<file path="src/rtl/sync_serial_port.sv">
module sync_serial_port #(
  parameter int DIV = 4
) (
  input  logic       clk,
  input  logic       rst_n,
  input  logic       bus_wr,
  input  logic       bus_rd,
  input  logic [1:0] bus_addr,
  input  logic [7:0] bus_wdata,
  output logic [7:0] bus_rdata,
  output logic       irq,
  input  logic       sck_i,
  output logic       sck_o,
  output logic       sck_oe,
  input  logic       sdi,
  output logic       sdo
);
  localparam int CW = (DIV > 2) ? $clog2(DIV) : 1;

  logic [7:0] ctrl, txbuf, rxbuf, tsh, rsh;
  logic       tx_empty, rx_full, busy, shifting, sck_int, sdo_r;
  logic [3:0] bitcnt;
  logic [2:0] rcnt;
  logic [CW-1:0] div_cnt;
  logic [2:0] sck_s;
  logic [1:0] sdi_s;

  wire full_dup = ctrl[1:0] == 2'b10;
  wire ext      = ctrl[2];
  wire lsb      = ctrl[3];
  wire start    = ctrl[7];
  wire en       = start && full_dup;
  wire wr_tx    = bus_wr && bus_addr == 2'd2;

  wire run   = !ext && full_dup && (bitcnt != 0 || (start && !tx_empty && !rx_full));
  wire tick  = run && div_cnt == CW'(DIV - 1);
  wire fall_raw = ext ? (sck_s[2] && !sck_s[1]) : (tick && sck_int);
  wire rise_raw = ext ? (!sck_s[2] && sck_s[1]) : (tick && !sck_int);
  wire fall_ok  = (bitcnt == 0) ? en : (bitcnt < 4'd8);
  wire fall_ev  = fall_raw && fall_ok;
  wire rise_ev  = rise_raw && bitcnt != 0;
  wire [7:0] rnext = lsb ? {sdi_s[1], rsh[7:1]} : {rsh[6:0], sdi_s[1]};

  assign sck_o  = sck_int;
  assign sck_oe = !ext;
  assign sdo    = sdo_r;

  always_comb
    case (bus_addr)
      2'd0:    bus_rdata = ctrl;
      2'd1:    bus_rdata = {4'b0, shifting, busy, rx_full, tx_empty};
      2'd2:    bus_rdata = txbuf;
      default: bus_rdata = rxbuf;
    endcase

  always_ff @(posedge clk or negedge rst_n)
    if (!rst_n) begin
      sck_s <= 3'b111; sdi_s <= 2'b00; div_cnt <= '0; sck_int <= 1'b1;
    end else begin
      sck_s <= {sck_s[1:0], sck_i};
      sdi_s <= {sdi_s[0], sdi};
      div_cnt <= (!run || tick) ? '0 : div_cnt + 1'b1;
      if (tick) sck_int <= !sck_int;
    end

  always_ff @(posedge clk or negedge rst_n)
    if (!rst_n) begin
      ctrl <= '0; txbuf <= '0; rxbuf <= '0; tsh <= '0; rsh <= '0;
      tx_empty <= 1'b1; rx_full <= 1'b0; busy <= 1'b0; shifting <= 1'b0;
      sdo_r <= 1'b1; bitcnt <= '0; rcnt <= '0; irq <= 1'b0;
    end else begin
      irq <= 1'b0;
      if (bus_wr && bus_addr == 2'd0) ctrl <= bus_wdata;
      if (bus_rd && bus_addr == 2'd3) rx_full <= 1'b0;
      if (bitcnt == 0 && !start) busy <= 1'b0;
      if (fall_ev) begin
        if (bitcnt == 0) begin
          sdo_r    <= lsb ? txbuf[0] : txbuf[7];
          tsh      <= lsb ? txbuf >> 1 : txbuf << 1;
          tx_empty <= 1'b1;
          shifting <= 1'b1;
          busy     <= 1'b1;
        end else begin
          sdo_r <= lsb ? tsh[0] : tsh[7];
          tsh   <= lsb ? tsh >> 1 : tsh << 1;
          if (bitcnt == 4'd7) shifting <= 1'b0;
        end
        bitcnt <= bitcnt + 1'b1;
      end
      if (rise_ev) begin
        rsh <= rnext;
        rcnt <= rcnt + 1'b1;
        if (rcnt == 3'd7) begin
          rxbuf <= rnext; rx_full <= 1'b1; irq <= 1'b1; bitcnt <= '0;
        end
      end
      if (wr_tx) begin
        txbuf <= bus_wdata; tx_empty <= 1'b0;
      end
    end

  p_irq_rxf_r7: assert property (@(posedge clk) disable iff (!rst_n) irq |-> rx_full);
  p_irq_pulse_r13: assert property (@(posedge clk) disable iff (!rst_n) irq |=> !irq);
  p_idle_high_r9: assert property (@(posedge clk) disable iff (!rst_n)
    (!ext && bitcnt == 0) |-> sck_o);
  p_wait_r9: assert property (@(posedge clk) disable iff (!rst_n)
    (!ext && bitcnt == 0 && (tx_empty || rx_full)) |=> $stable(sck_o));
  p_sdo_fall_r6: assert property (@(posedge clk) disable iff (!rst_n)
    (!$past(ext) && !$stable(sdo)) |-> $fell(sck_o));
  p_load_r2: assert property (@(posedge clk) disable iff (!rst_n)
    $rose(tx_empty) |-> shifting);
  p_shift_busy_r11: assert property (@(posedge clk) disable iff (!rst_n) shifting |-> busy);
  p_mode_r12: assert property (@(posedge clk) disable iff (!rst_n)
    (!full_dup && bitcnt == 0) |=> !$rose(shifting));
endmodule

</file>
<file path="config.mk">
export PLATFORM = sky130hd
export DESIGN_NAME = sync_serial_port
export DESIGN_NICKNAME = d
export VERILOG_FILES = /design/src/rtl/sync_serial_port.sv
export SDC_FILE = /design/constraint.sdc
export NUM_CORES = 1
export LEC_CHECK = 0
export ABC_AREA = 1
export BUFFER_PORTS_ARGS = -buffer_cell sky130_fd_sc_hd__buf_2
export CAP_MARGIN = 5
export CORE_UTILIZATION = 44
export CTS_CLUSTER_SIZE = 16
export DETAILED_ROUTE_END_ITERATION = 6
export GPL_TIMING_DRIVEN = 0
export SYNTH_ARGS = -nofsm -noshare
export SYNTH_HDL_FRONTEND = slang
export SYNTH_SLANG_ARGS = --single-unit
</file>
<file path="constraint.sdc">
create_clock -name clk -period 1.9 [get_ports clk]
set_input_delay 0.095 -clock clk [delete_from_list [all_inputs] [get_ports clk]]
set_output_delay 0.095 -clock clk [all_outputs]
set_load 0.01 [all_outputs]
</file>
==> summary.md <==
| Metric | Value |
|---|---|
| Status | finished clean |
| Clock skew | 6.91 ps |
| Layout fillers | 646 |
| Worst slew margin | 49.1% |
| H-Tree Depth | 3 |
| Slew Viols, Final | 0 |
| Avg Inst Size Synth | 9.17 sq um |
| Post-Syn Nets | 358 |
| Number of library cell types mapped by synthesis | 33 |
| Count leader, synth | nand2_1 |
| Yosys warns | 0 |
| WP data required | approximately 2200 ps |
| CTS Buf Count | 9 |
| Max-cap viol count | 0 |
| Latest clock arrival within the worst-skew pair | about 340 ps |
| Clock transition at path regs | 70 ps |
| Tmin final | 1760 ps |
| Global-route usage over all layers | about a fifth |
| Post-route setup slack | 144 ps |
| Synth top area cells | dfrtp_1 (45%), nand2_1 (11%), o21ai_2 (6.8%) |
| Root Buffer | clkbuf_8 |
| Routed len/inst | 13.8 um |
| Layout cells sized above 1 | 24.7% |
| Critical Path Start | bitcnt[0] |
| Share of flip-flops with an asynchronous set or reset | between 90% and 100% |
| 1st-iter DRT viols | about 190 |
| Residual DRC count | 0 |
| Total global routing overflow | 0 |
| DR vias/cell | 4.85 |
| Post-Route WL | 6600 um |
| IO Pins | 28 |
| Final Hold Vio Count | 0 |
| Row count | 30 |
| Achievable clock frequency | 570 MHz |
| Worst endpoint data arrival time | 2020 ps |
| # diodes | 0 |
| Die Span X | roughly 86 um |
| P&R area growth vs syn | 15.7% |
| Largest net degree at the start of global routing | 62 |
| Final setup viols | 0 |
| First-pass GRT wire length | 10900 um |
| Post-synth EDFFs | 0 |
| RSZ-0062 raised after global routing | false |
| Synth top cells by count | nand2_1 (88), dfrtp_1 (55), o21ai_0 (38) |
| Critical path startpoint category | flop |
| Die area | 0.00737 sq mm |
| Vias in the first global route | 2206 |
| FF+latch count, synth | slightly above 60 |
| Initial antenna violation count | 0 |
| Core area | 0.00679 sq mm |
| Hold Crit Start | bus_wdata[4] |
| Tcrit/Tclk final | just over 90% |
| Leak pwr | 1.74 nW |
| Sinks on Clock Net | 61 |
| RD Place Congestion | 0.835 |
| Worst reg2reg startpoint | bitcnt[0] |
| Antenna viol nets, final | 0 |
| Synth Flop Type | dfrtp_1 |
| Cell taking the most area after synthesis | dfrtp_1 |
| Maximum vdd drop | 699 uV |
| Hold Path Class | input pin to flop |
| Flop2flop setup slack | 140 ps |
| CTS tree | yes |
| Synth Cell Area | 0.00309 sq mm |
| DR pass1 iterations | 4 |
| Via count | around 2.3k |
| Initial core utilization | 45.5% |
| CP Class | flop to flop |
| Pwr Density | 1270 mW/mm^2 |
| Crit path max fanout | 10 |
| Worst-case clock buffer depth | 2 |
| Setup TNS | 0 ps |
| Setup WS pre-CTS | 80.2 ps |
| Port buffer count | 26 |
| Placed Area | 0.00334 sq mm |
| DP HPWL | 4750 um |
| Layout Nets | 398 |
| Die Ht | 85.8 um |
| Critical path endpoint category | flop |
| Mapped Cells | 337 |
| Share of the synthesized area in the top cell type | 44.5% |
| Slew @ Worst Pin | 763 ps |
| Post-Layout Inst Area | 0.00358 sq mm |
| Sequential element share of the synthesized area | 49.6% |
kinds of logic (layout without fill, tap and decap cells):
| group | after synthesis | count (layout) | share of synthesized area, % |
|---|---|---|---|
| adders and majority gates | 5 | 5 | 2.02 |
| AOI/OAI and AO/OA | 78 | 78 | 17.1 |
| and+or+nand+nor | 134 | 134 | 20.9 |
| buffers and inverters | 48 | 92 | 6.88 |
| muxes | 10 | 10 | 3.24 |
| xor gates and xnor gates | 1 | 1 | 0.283 |
| DFF | 61 | 61 | 49.6 |
final cells by class:
class                      count  area, sq um  area share [%]
inverter                      36          135            3.78
tap                           96          120            3.36
clock inverter                 4         47.5            1.33
sequential                    61         1530            42.9
buffer                        11         73.8            2.06
clock buffer                  11          151            4.23
timing repair buffer          30          170            4.76
multi-input combinational    228         1350            37.6
power breakdown:
group | internal [mW] | total (mW) | leakage [nW] | switching, mW
Clock | 0.665 | 1.16 | 0.101 | 0.499
Combinational | 0.573 | 1.48 | 0.864 | 0.902
Sequential | 1.65 | 1.90 | 0.774 | 0.254
Total | 2.89 | 4.54 | 1.74 | 1.66
per-layer routing:
layer | up-vias | routed length, um | GRT usage (%)
met5 | - | 0 | 0
met4 | 0 | 129 | 7.58
met3 | 11 | 216 | 4.62
met2 | 36 | 2840 | 28.2
met1 | 1083 | 3410 | 29.3
li1 | 1183 | - | -
stage by stage:
| stage | total power [mW] | utilization [%] | std cells | hold slack, ps |
|---|---|---|---|---|
| 3_3_place_gp | 3.35 | 49.2 | 459 | 201 |
| 3_5_place_dp | 3.39 | 49.2 | 459 | 201 |
| 4_1_cts | 4.57 | 52.5 | 476 | 11.2 |
| 2_1_floorplan | 3.01 | - | 337 | -201 |
| 5_1_grt | 4.89 | 52.7 | 477 | 21.8 |
| 6_report | 4.54 | 52.7 | 477 | 16.6 |
critical path, cell delays in order (launching register included):
cell,delay [ps]
dfrtp_1,400
inv_1,100
ha_1,200
nand2_4,80
nor2_8,160
nand2_4,90
nand4_4,80
nand2_4,100
nand2_4,150
buf_6,190
nand2_1,70
o21ai_2,50
final timing paths:
kind	endpoint	cells after the start
worst max-delay path	tsh[7]	11
worst min-delay path	txbuf[4]	3
worst max register to register	tsh[7]	11
worst min register to register	sck_s[1]	0
max in group asynchronous	rsh[6]	2
min in group asynchronous	tsh[6]	2
sequential cells by signal, summed over array words and instances, names as in the netlist, 3 cells and up:
signal	count
bitcnt	4
ctrl	8
rcnt	3
rsh	8
rxbuf	8
sck_s	3
tsh	8
txbuf	8
layout by cell type (no fill, tap or decap), types with 2 or more instances in the layout:
| master | netlist | routed |
|---|---|---|
| dfstp_2 | 6 | 6 |
| nand3b_1 | 2 | 2 |
| o2111ai_1 | 4 | 4 |
| o211ai_1 | 5 | 5 |
| mux2i_1 | 10 | 10 |
| nand2_1 | 88 | 88 |
| clkbuf_1 | 6 | 5 |
| inv_2 | 2 | 2 |
| clkinv_2 | 0 | 2 |
| o21ai_2 | 24 | 24 |
| inv_1 | 32 | 32 |
| ha_1 | 5 | 5 |
| nor2_1 | 18 | 18 |
| o21ai_0 | 38 | 38 |
| clkbuf_8 | 0 | 11 |
| buf_2 | 2 | 27 |
| buf_4 | 0 | 2 |
| a21oi_1 | 3 | 3 |
| nand2_4 | 6 | 6 |
| buf_6 | 4 | 4 |
| nand3_1 | 12 | 12 |
| dlygate4sd3_1 | 0 | 3 |
| dfrtp_1 | 55 | 55 |
| clkinv_1 | 2 | 2 |
what timing repair did:
action                                 CTS  global route
buffers inserted                         0             1
pin swaps                                0             1
endpoints found under the hold margin   57             0
setup endpoints to repair                1            15
hold buffers                             3             0
gates resized for setup                  0             0
Note: power is estimated with default switching activity, not from simulation.
